==> src/rtl/xw_pkg.sv <==
// Package: shared widths and types for the recursive crosswise multiplier.
// Assumes unsigned operands; the operand width is fixed at 8 by the
// four-tile structure, and every other width is derived from it.
package xw_pkg;
    localparam int unsigned OPW    = 8;
    localparam int unsigned HALFW  = OPW / 2;
    localparam int unsigned QUARTW = HALFW / 2;
    localparam int unsigned PRODW  = 2 * OPW;
    localparam int unsigned TILEW  = 2 * HALFW;
    localparam int unsigned MIDW   = TILEW + HALFW;

    typedef logic [OPW-1:0]   opnd_t;
    typedef logic [PRODW-1:0] prod_t;
    typedef logic [TILEW-1:0] tile_t;
endpackage

==> src/rtl/xw_add.sv <==
// Module: W-bit ripple-carry adder built from a generate chain of full adders.
// Assumes no carry-in; the carry-out is exposed so callers can prove it unused.
module xw_add #(
    parameter int unsigned W = 8
) (
    input  logic [W-1:0] x,
    input  logic [W-1:0] y,
    output logic [W-1:0] s,
    output logic         co
);
    logic [W:0] c;

    assign c[0] = 1'b0;

    // One full adder per bit position, rippling the carry upward.
    for (genvar i = 0; i < W; i++) begin : g_fa
        assign s[i]   = x[i] ^ y[i] ^ c[i];
        assign c[i+1] = (x[i] & y[i]) | (c[i] & (x[i] ^ y[i]));
    end

    assign co = c[W];
endmodule

==> src/rtl/xw_leaf2.sv <==
// Module: 2x2 unsigned leaf multiplier in plain gates.
// Assumes unsigned inputs; the 4-bit result holds the largest value, 9.
module xw_leaf2 (
    input  logic [1:0] a,
    input  logic [1:0] b,
    output logic [3:0] p
);
    logic cross_lo, cross_hi, cross_k, top;

    // Vertical and crosswise partial products with half-adder merging.
    always_comb begin
        cross_lo = a[1] & b[0];
        cross_hi = a[0] & b[1];
        cross_k  = cross_lo & cross_hi;
        top      = a[1] & b[1];
        p[0]     = a[0] & b[0];
        p[1]     = cross_lo ^ cross_hi;
        p[2]     = top ^ cross_k;
        p[3]     = top & cross_k;
    end
endmodule

==> src/rtl/xw_tile4.sv <==
// Module: 4x4 unsigned multiplier made of four 2x2 leaves and a padded adder
// network with the same shape as the 8x8 level, one level down.
// Assumes unsigned inputs; ovf reports any adder carry-out (never set).
module xw_tile4 (
    input  logic [3:0] a,
    input  logic [3:0] b,
    output logic [7:0] p,
    output logic       ovf
);
    logic [3:0] pp [4];
    logic [3:0] s_lo;
    logic [5:0] s_hi, s_fin;
    logic       co_lo, co_hi, co_fin;

    // Leaf k multiplies the a half k[0] by the b half k[1].
    for (genvar k = 0; k < 4; k++) begin : g_leaf
        xw_leaf2 u_leaf (
            .a (a[2*(k%2) +: 2]),
            .b (b[2*(k/2) +: 2]),
            .p (pp[k])
        );
    end

    xw_add #(.W(4)) u_add_lo (
        .x ({2'b00, pp[0][3:2]}), .y (pp[1]), .s (s_lo), .co (co_lo)
    );
    xw_add #(.W(6)) u_add_hi (
        .x ({2'b00, pp[2]}), .y ({pp[3], 2'b00}), .s (s_hi), .co (co_hi)
    );
    xw_add #(.W(6)) u_add_fin (
        .x ({2'b00, s_lo}), .y (s_hi), .s (s_fin), .co (co_fin)
    );

    // Assemble the tile product and gather the unused carries.
    always_comb begin
        p   = {s_fin, pp[0][1:0]};
        ovf = co_lo | co_hi | co_fin;
    end
endmodule

==> src/rtl/xw_mult8.sv <==
// Module: 8x8 unsigned multiplier from four 4x4 tiles plus one 8-bit and two
// 12-bit adders, with an optional output register (OUT_REG).
// Assumes a synchronous active-low reset and unsigned operands.
module xw_mult8
    import xw_pkg::*;
#(
    parameter bit OUT_REG = 1'b1
) (
    input  logic        clk,
    input  logic        rst_n,
    input  logic        in_valid,
    input  logic [7:0]  in_a,
    input  logic [7:0]  in_b,
    output logic        out_valid,
    output logic [15:0] out_prod
);
    tile_t           q [4];
    logic [3:0]      tile_ovf;
    logic [TILEW-1:0] q4;
    logic [MIDW-1:0]  q5, q6;
    logic            co4, co5, co6;
    prod_t           prod_c;

    // Tile k multiplies operand nibble k[0] of a by nibble k[1] of b.
    for (genvar k = 0; k < 4; k++) begin : g_tile
        xw_tile4 u_tile (
            .a   (in_a[HALFW*(k%2) +: HALFW]),
            .b   (in_b[HALFW*(k/2) +: HALFW]),
            .p   (q[k]),
            .ovf (tile_ovf[k])
        );
    end

    xw_add #(.W(TILEW)) u_add_q4 (
        .x ({{HALFW{1'b0}}, q[0][TILEW-1:HALFW]}), .y (q[1]), .s (q4), .co (co4)
    );
    xw_add #(.W(MIDW)) u_add_q5 (
        .x ({{HALFW{1'b0}}, q[2]}), .y ({q[3], {HALFW{1'b0}}}), .s (q5), .co (co5)
    );
    xw_add #(.W(MIDW)) u_add_q6 (
        .x ({{HALFW{1'b0}}, q4}), .y (q5), .s (q6), .co (co6)
    );

    // Final product: tree sum above the untouched low nibble of q0.
    always_comb prod_c = {q6, q[0][HALFW-1:0]};

    if (OUT_REG) begin : g_reg
        // Valid flag register with synchronous active-low clear.
        always_ff @(posedge clk) begin
            if (!rst_n) out_valid <= 1'b0;
            else        out_valid <= in_valid;
        end

        // Product register loads only on valid input and holds otherwise.
        always_ff @(posedge clk) begin
            if (in_valid) out_prod <= prod_c;
        end


        valid_lat_chk: assert property (@(posedge clk) disable iff (!rst_n)
            $past(rst_n) |-> (out_valid == $past(in_valid)));

        prod_val_chk: assert property (@(posedge clk) disable iff (!rst_n)
            out_valid |-> (out_prod == ({8'b0, $past(in_a)} * {8'b0, $past(in_b)})));

        prod_hold_chk: assert property (@(posedge clk) disable iff (!rst_n)
            $past(rst_n) && !$past(in_valid) |-> $stable(out_prod));

        rst_clr_chk: assert property (@(posedge clk)
            $past(!rst_n) |-> !out_valid);
    end else begin : g_comb
        // Combinational pass-through when no output register is wanted.
        always_comb begin
            out_valid = in_valid;
            out_prod  = prod_c;
        end
    end


    no_overflow_chk: assert property (@(posedge clk) disable iff (!rst_n)
        in_valid |-> !(co4 | co5 | co6 | (|tile_ovf)));

    low_nib_chk: assert property (@(posedge clk) disable iff (!rst_n)
        in_valid |-> (prod_c[3:0] == q[0][3:0]));
endmodule

==> config.mk <==
export PLATFORM = sky130hd
export DESIGN_NAME = xw_mult8
export DESIGN_NICKNAME = d
export VERILOG_FILES = /design/src/rtl/xw_pkg.sv /design/src/rtl/xw_add.sv /design/src/rtl/xw_leaf2.sv /design/src/rtl/xw_tile4.sv /design/src/rtl/xw_mult8.sv
export SDC_FILE = /design/constraint.sdc
export NUM_CORES = 1
export LEC_CHECK = 0
export BUFFER_PORTS_ARGS = -buffer_cell sky130_fd_sc_hd__clkbuf_2
export CORE_MARGIN = 2
export CORE_UTILIZATION = 59
export DETAILED_ROUTE_END_ITERATION = 8
export PLACE_DENSITY_LB_ADDON = 0.1
export SLEW_MARGIN = 20
export SYNTH_ARGS = -nofsm -noshare
export SYNTH_HDL_FRONTEND = slang
export SYNTH_SLANG_ARGS = --single-unit
==> constraint.sdc <==
create_clock -name clk -period 12.1 [get_ports clk]
set_input_delay 2.42 -clock clk [delete_from_list [all_inputs] [get_ports clk]]
set_output_delay 2.42 -clock clk [all_outputs]
set_load 0.01 [all_outputs]
Yosys cells after proc, flatten, opt, wreduce, memory -nomap -nowiden --
Cells that the tools add are included.
Cells by class: bitwise operators 380
Operators with widths (count):
- $and A1 B1 Y1 | 198
- $xor A1 B1 Y1 | 149
- $or A1 B1 Y1 | 33
Word-level totals: input bits 19, flip-flop bits (word level) 17

Longest topological paths before layout --
Gate-level depths: netlist of run 1.
word-level depth 32, mapped depth 26, depth with buffers taken out 26

Cells and area by module --
A second synthesis of run 1 with hierarchy kept.
Second synthesis, totals: cells, all modules 369, area, all modules 3723.6 um2
Modules (own cells, without submodules):
- xw_add (g_tile[0].u_tile.u_add_fin ...) | cells an instance 16, seq. area each 0.0 um2, times used 8, area an instance 150.1 um2
- xw_leaf2 | cells an instance 6, seq. area each 0.0 um2, times used 16, area an instance 50.0 um2
- xw_add (u_add_q5 ...) | cells an instance 22, seq. area each 0.0 um2, times used 2, area an instance 270.3 um2
- xw_mult8 | cells an instance 19, seq. area each 500.5 um2, times used 1, area an instance 510.5 um2
- xw_add (g_tile[0].u_tile.u_add_lo ...) | cells an instance 14, seq. area each 0.0 um2, times used 4, area an instance 110.1 um2
- xw_add (u_add_q4) | cells an instance 18, seq. area each 0.0 um2, times used 1, area an instance 190.2 um2
- xw_tile4 | cells an instance 2, seq. area each 0.0 um2, times used 4, area an instance 10.0 um2

Worst setup path before layout of run 1 --
No wires, ideal clock.
kind in2reg, from input in_b[0], to register out_prod[15], data pin, required time 11.840 ns, data arrival time 8.966 ns, stages 23, setup time 0.260 ns, setup slack 2.875 ns, path through and2_1 -> ha_1 -> ha_1 -> ha_1 -> inv_1 -> fa_1 -> inv_1 -> fa_1 -> fa_1 -> fa_1 -> fa_1 -> fa_1 -> fa_1 -> fa_1 -> fa_1 -> fa_1 -> fa_1 -> fa_1 -> ha_1 -> ha_1 -> ha_1 -> xor2_1 -> xnor2_1
On the way: cells in the longest elaborated chain, start to end 32
RTL lines:
- start, declared | line xw_mult8.sv:13 | input logic [7:0] in_b,
- $and A1 B1 Y1 | line xw_leaf2.sv:12 | cross_lo = a[1] & b[0];
- $and A1 B1 Y1 | line xw_leaf2.sv:14 | cross_k = cross_lo & cross_hi;
- $and A1 B1 Y1 or $xor A1 B1 Y1 (tied branches) | line xw_leaf2.sv:19, xw_leaf2.sv:18
- $xor A1 B1 Y1 or $and A1 B1 Y1 (tied branches) (2 in series) | line xw_add.sv:17, xw_add.sv:18
- $xor A1 B1 Y1 or $or A1 B1 Y1 (tied branches) | line xw_add.sv:18 | assign c[i+1] = (x[i] & y[i]) | (c[i] & (x[i] ^ y[i]));
- $and A1 B1 Y1 or $xor A1 B1 Y1 (tied branches) | line xw_add.sv:18, xw_add.sv:17
- $or A1 B1 Y1 or $xor A1 B1 Y1 (tied branches) | line xw_add.sv:18, xw_add.sv:17
- $and A1 B1 Y1 | line xw_add.sv:18
- [14 not listed]
- $or A1 B1 Y1 | line xw_add.sv:18
- $and A1 B1 Y1 | line xw_add.sv:18
- $or A1 B1 Y1 | line xw_add.sv:18
- $and A1 B1 Y1 | line xw_add.sv:18
- $or A1 B1 Y1 * | line xw_add.sv:18
- $and A1 B1 Y1 * (3 in series) | line xw_add.sv:18
- $xor A1 B1 Y1 * | line xw_add.sv:17 | assign s[i] = x[i] ^ y[i] ^ c[i];
- net prod_c[15] | line xw_mult8.sv:22 | prod_t prod_c;
- end signal, assigned | line xw_mult8.sv:56 | if (in_valid) out_prod <= prod_c;
- end, declared | line xw_mult8.sv:15 | output logic [15:0] out_prod
Mark *: on every way through the listed nets, which the timed path passes. The rest lies on a longest branch. A chain may end at the register's enable or synchronous reset.

Final worst setup path of run 1 --
Ends and elaborated chain as after synthesis.

==> flow_summary.json, run 1 <==
{
  "crit_required_ns": 12.10,
  "grt_max_degree": 18,
  "setup_viol_count_final": 0,
  "period_share_pct": 76.7,
  "end_kind": "flop",
  "tightestPinTransition_ns": 0.389,
  "leakagePower_nw": 1.56,
  "drive_gt1_share_pct": 13.4,
  "fmax_ghz": 0.108,
  "start_kind": "input pin",
  "cts_htree_levels": 1,
  "drtPass1Iterations": 4,
  "power_mw": 0.316,
  "synth_fp_nets": 364,
  "nets": 404,
  "holdWs_ns": 2.39,
  "cp_cell_sequence": "clkbuf_2 > and2_1 > ha_1 > ha_1 > ha_1 > inv_1 > fa_1 > fa_1 > inv_1 > fa_1 > fa_1 > fa_1 > fa_1 > fa_1 > fa_1 > fa_1 > fa_1 > fa_1 > fa_1 > ha_1 > ha_1 > ha_1 > xor2_1 > xnor2_1",
  "first_iter_violations": 54,
  "area_growth_pct": 10.7,
  "crit_path_max_incr_delay_ns": 0.52,
  "antenna_found_initial": 0,
  "crit_type": "in2reg",
  "grt_overflow_total": 0,
  "dp.cells": 339,
  "die_width_microns": 71.5,
  "cts_tree": "built",
  "max-slew-margin-rel_pct": 74.1,
  "ant_nets": 0,
  "start_util_pct": 61.3,
  "synth_cells": 252,
  "dr_total_vias": 1659,
  "ir_drop_uv": 47.2,
  "cts_buffer_depth": 2,
  "path_clk_slew_ns": 0.06,
  "crit_top_cell": "fa_1",
  "io_pins": 36,
  "rsz0062_at_grt": "no",
  "routed_wl_microns": 4220,
  "nFillCells": 377,
  "path_buf_inv": 3,
  "syn_area_sq_um": 2690,
  "drc": 0,
  "diodes": 0,
  "yosysTopAreaCell": "fa_1",
  "die_h_microns": 71.5,
  "cap_violations": 0,
  "cts_hold_buf": 0,
  "final_cell_count_no_fill": 343,
  "core_area_sq_um": 4380,
  "cp_top_family": "adder cells",
  "synth_warnings": 0,
  "wl_per_cell_microns": 12.3,
  "finalSetupTns_ns": 0,
  "cts_resized": 0,
  "clock_sink_count": 17,
  "ys_seq_area_share_pct": 18.6,
  "gp_congestion": 0.849,
  "netlist_top_cells_area": "fa_1 31%, ha_1 24%, edfxtp_1 18%, and2_1 14%, inv_1 9.8%",
  "post-dp-hpwl_microns": 3740,
  "netlist.area_leader.share_pct": 30.5,
  "arrival_ns": 9.28,
  "grt_pass1_wl_microns": 7820,
  "numPortBuffers": 35,
  "cts_root_buffer": "clkbuf_8",
  "via_per_inst": 4.84,
  "grt_usage_pct": 19.6,
  "drv_slew": 0,
  "hold_path.class": "in2reg",
  "power.density_nw_per_um2": 106,
  "cp_slowest_cell": "fa_1",
  "syn_area_per_cell_sq_um": 10.7,
  "outcome": "finished, final reports clean",
  "crit_fanout": 8,
  "hold_viol": 0,
  "cts_buffers": 3,
  "yosys.cell_types.count": 9,
  "period_needed_ns": 9.28,
  "post_cts_buffers": 0,
  "ys_ff_latch": 17,
  "rows": 24,
  "grt_pass1_vias": 1751,
  "dieArea_sq_um": 5110
}
## logic make-up after synthesis
kind of cell               count (synthesis)  synth area share [%]
adders and majority gates                 93                  54.7
and+or+nand+nor                           65                  14.6
DFF                                       17                  18.6
xor gates and xnor gates                   7                  2.28
buffers and inverters                     70                  9.78
## worst paths after layout
check | depth (start not counted) | startpoint | end
worst max-delay path | 24 | in_b[0] | out_prod[15]
worst min-delay path | 2 | rst_n | out_valid
## per-stage QoR
stage / setup WS, ns / area [sq um] / utilization [%]
floorplan: 2.87 / 2690 / -
global placement: 2.59 / 2930 / 66.8
detailed placement: 2.51 / 2930 / 66.8
CTS: 2.80 / 2970 / 67.8
global route: 2.53 / 2970 / 67.8
finish: 2.82 / 2970 / 67.8
## synthesized netlist by cell type
| library cell | n |
|---|---|
| xor2_1 | 3 |
| fa_1 | 41 |
| xnor2_1 | 4 |
| dfxtp_1 | 1 |
| edfxtp_1 | 16 |
| nand2_1 | 6 |
| and2_1 | 59 |
| ha_1 | 52 |
| inv_1 | 70 |
## cell type report
type                            instances  area [sq um]  share of cell area, %
Clock buffer                            3          41.3                   1.39
Clock inverter                          1          5.00                  0.168
Inverter                               70           263                   8.83
Multi-Input combinational cell        165          1920                   64.7
Sequential cell                        17           500                   16.8
Tap cell                               52          65.1                   2.19
Timing Repair Buffer                   35           175                   5.89
## routing by layer
metal | part of all wire [%] | track usage [%] | wire length (microns)
met5 | 0 | 0 | 0
met4 | 0.47 | 4.19 | 20
met3 | 3.6 | 2.11 | 151
met2 | 44 | 31.0 | 1860
met1 | 52 | 29.6 | 2190
## power by group
part	leakage (nW)	switching [mW]	internal (mW)
Clock	0.0255	0.0171	0.0228
Combinational	1.37	0.0956	0.0755
Sequential	0.164	0.00439	0.100
## sequential cells by signal, summed over array words and instances, names as in the netlist
signal	cells
out_prod	16
out_valid	1
## layout by cell type (no fill, tap or decap), drive strengths merged, types with 3 or more instances in the layout
cell type,netlist,final
and2,59,59
clkbuf,0,38
edfxtp,16,16
fa,41,41
ha,52,52
inv,70,70
nand2,6,6
xnor2,4,4
xor2,3,3
Note: power is estimated with default switching activity, not from simulation.
==> run 2, diff against run 1 <==
--- a/config.mk
+++ b/config.mk
@@ -5,9 +5,10 @@
 export SDC_FILE = /design/constraint.sdc
 export NUM_CORES = 1
 export LEC_CHECK = 0
+export ABC_AREA = 1
 export BUFFER_PORTS_ARGS = -buffer_cell sky130_fd_sc_hd__clkbuf_2
 export CORE_MARGIN = 2
-export CORE_UTILIZATION = 59
+export CORE_UTILIZATION = 54
 export DETAILED_ROUTE_END_ITERATION = 8
 export PLACE_DENSITY_LB_ADDON = 0.1
 export SLEW_MARGIN = 20
==> constraint.sdc (replaced) <==
create_clock -name clk -period 7.85 [get_ports clk]
set_input_delay 1.57 -clock clk [delete_from_list [all_inputs] [get_ports clk]]
set_output_delay 1.57 -clock clk [all_outputs]
set_load 0.01 [all_outputs]
==> flow_summary.json, run 2 <==
{
  "setup_viol_count_final": 0,
  "period_needed_ns": 7.81,
  "mostFrequentLayoutCells": "131 x inv_1, 82 x nand2_1, 46 x ha_1",
  "end_kind": "flop",
  "leakagePower_nw": 2.05,
  "hold_viol": 0,
  "power_mw": 0.544,
  "regMostFlops": "out_prod",
  "cap_violations": 0,
  "die_width_microns": 77.3,
  "rsz0062_at_grt": "yes",
  "start_kind": "input pin",
  "final_cell_count_no_fill": 448,
  "fmax_ghz": 0.128,
  "max-slew-margin-rel_pct": 71.7,
  "antenna_found_initial": 0,
  "syn_area_sq_um": 2900,
  "holdWs_ns": 1.51,
  "drive_gt1_share_pct": 18.5,
  "ys_ff_latch": 17,
  "cts_tree": "built",
  "dp.cells": 444,
  "clock_sink_count": 17,
  "layout_commonest_cell": "inv_1",
  "ir_drop_uv": 129,
  "dieArea_sq_um": 5970,
  "rows": 26,
  "crit_required_ns": 7.86,
  "yosysTopAreaCell": "fa_1",
  "syn_area_per_cell_sq_um": 8.36,
  "outcome": "finished, final reports clean",
  "cts_buffers": 3,
  "crit_type": "in2reg",
  "synth_most_common_cell": "inv_1",
  "period_share_pct": 99.4,
  "io_pins": 36,
  "grt_pass1_vias": 2137,
  "dr_total_vias": 2008,
  "cts_buffer_depth": 2,
  "tightestPinTransition_ns": 0.425,
  "ant_nets": 0,
  "drv_slew": 0,
  "cts_htree_levels": 1,
  "dpl-instance-area_sq_um": 3220,
  "area_growth_pct": 13.3,
  "diodes": 0,
  "arrival_ns": 7.82,
  "start_util_pct": 56.4,
  "via_per_inst": 4.48,
  "yosys.cell_types.count": 10,
  "netlist_top_cells_area": "fa_1 28%, ha_1 22%, inv_1 17%, edfxtp_1 17%, nand2_1 11%",
  "die_h_microns": 77.3,
  "grt_max_degree": 18,
  "ys_seq_area_share_pct": 17.3,
  "hold_path.class": "in2reg",
  "grt_overflow_total": 0,
  "fin_area_sq_um": 3290,
  "path_clk_slew_ns": 0.06,
  "cts_root_buffer": "clkbuf_8",
  "synth_warnings": 0,
  "nets": 491,
  "synth_fp_nets": 459,
  "routed_wl_microns": 5230,
  "numPortBuffers": 35,
  "power.density_nw_per_um2": 165,
  "crit_fanout": 3,
  "layout_setup_ws_ns": 0.0433,
  "drtPass1Iterations": 4,
  "async_flop_share_pct": 0,
  "netlist.area_leader.share_pct": 28.3,
  "wl_per_cell_microns": 11.7,
  "drc": 0,
  "first_iter_violations": 56,
  "synth_cells": 347,
  "gp_congestion": 0.751,
  "final_core_util_pct": 63.9,
  "grt_pass1_wl_microns": 9340,
  "post-dp-hpwl_microns": 4500,
  "finalSetupTns_ns": 0,
  "cts_hold_buf": 0,
  "synth-edff-count": 16,
  "dp_slack_ns": -0.256,
  "largest_register_ffs": 16,
  "core_area_sq_um": 5140,
  "top_regs": "out_prod (16), out_valid (1)",
  "grt_usage_pct": 19.9,
  "yosys-top-cells-count": "135 x inv_1, 82 x nand2_1, 52 x ha_1",
  "synth_ff_type": "edfxtp_1"
}
run 2: changes by cell type after synthesis, sizes merged:
cell / change
and2: -59
buf: +16
inv: +65
nand2: +76
nand3b: +1
xnor2: -2
xor2: -2
run 2: cell type report:
class / count / area, sq um
clock buffer: 3 / 41.3
clock inverter: 1 / 5.00
fill: 465 / 1850
inverter: 135 / 507
multi-input combinational: 179 / 1910
sequential: 17 / 500
tap: 70 / 87.6
timing repair buffer: 43 / 235
run 2: kinds of logic after synthesis:
group	count (synthesis)	synth area share [%]
buffers and inverters	151	20.2
adder cells (fa/ha/maj)	93	50.7
AND/OR/NAND/NOR	83	10.9
flip-flops	17	17.3
XOR/XNOR	3	0.906
run 2: where the power goes:
part	internal (mW)	switching, mW	leakage, nW
logic	0.142	0.173	1.86
clock network	0.0352	0.0305	0.0255
registers	0.155	0.00856	0.164
total	0.332	0.212	2.05
run 2: worst paths after layout:
kind  cells after the start  slack, ns      endpoint  startpoint
max                      28       0.04  out_prod[15]     in_b[1]
min                       3       1.51     out_valid       rst_n
run 2: timing repair:
item,in CTS,in global routing
pin swaps,0,1
resized for setup,1,1
setup buffers,0,0
setup endpoints to repair,1,1
gates cloned,0,0
run 2: critical path, stage by stage:
cell	delay (ns)
clkbuf_2	0.10
nand2_1	0.06
inv_1	0.04
ha_2	0.17
ha_4	0.27
ha_4	0.12
inv_2	0.03
fa_2	0.52
inv_2	0.04
fa_2	0.38
fa_2	0.35
fa_2	0.54
fa_2	0.19
inv_2	0.04
fa_2	0.52
inv_2	0.04
fa_2	0.38
fa_2	0.34
fa_2	0.35
fa_2	0.35
fa_2	0.34
fa_2	0.36
ha_4	0.17
ha_4	0.15
ha_4	0.16
xnor2_1	0.11
nand2_1	0.06
nand2_1	0.04
run 2: per-layer routing:
| layer | global-route usage, % | wire (microns) | vias to the layer above |
|---|---|---|---|
| li1 | - | - | 1024 |
| met1 | 24.4 | 2280 | 946 |
| met2 | 37.7 | 2740 | 36 |
| met3 | 3.41 | 198 | 2 |
| met4 | 2.14 | 12 | 0 |
| met5 | 0 | 0 | - |
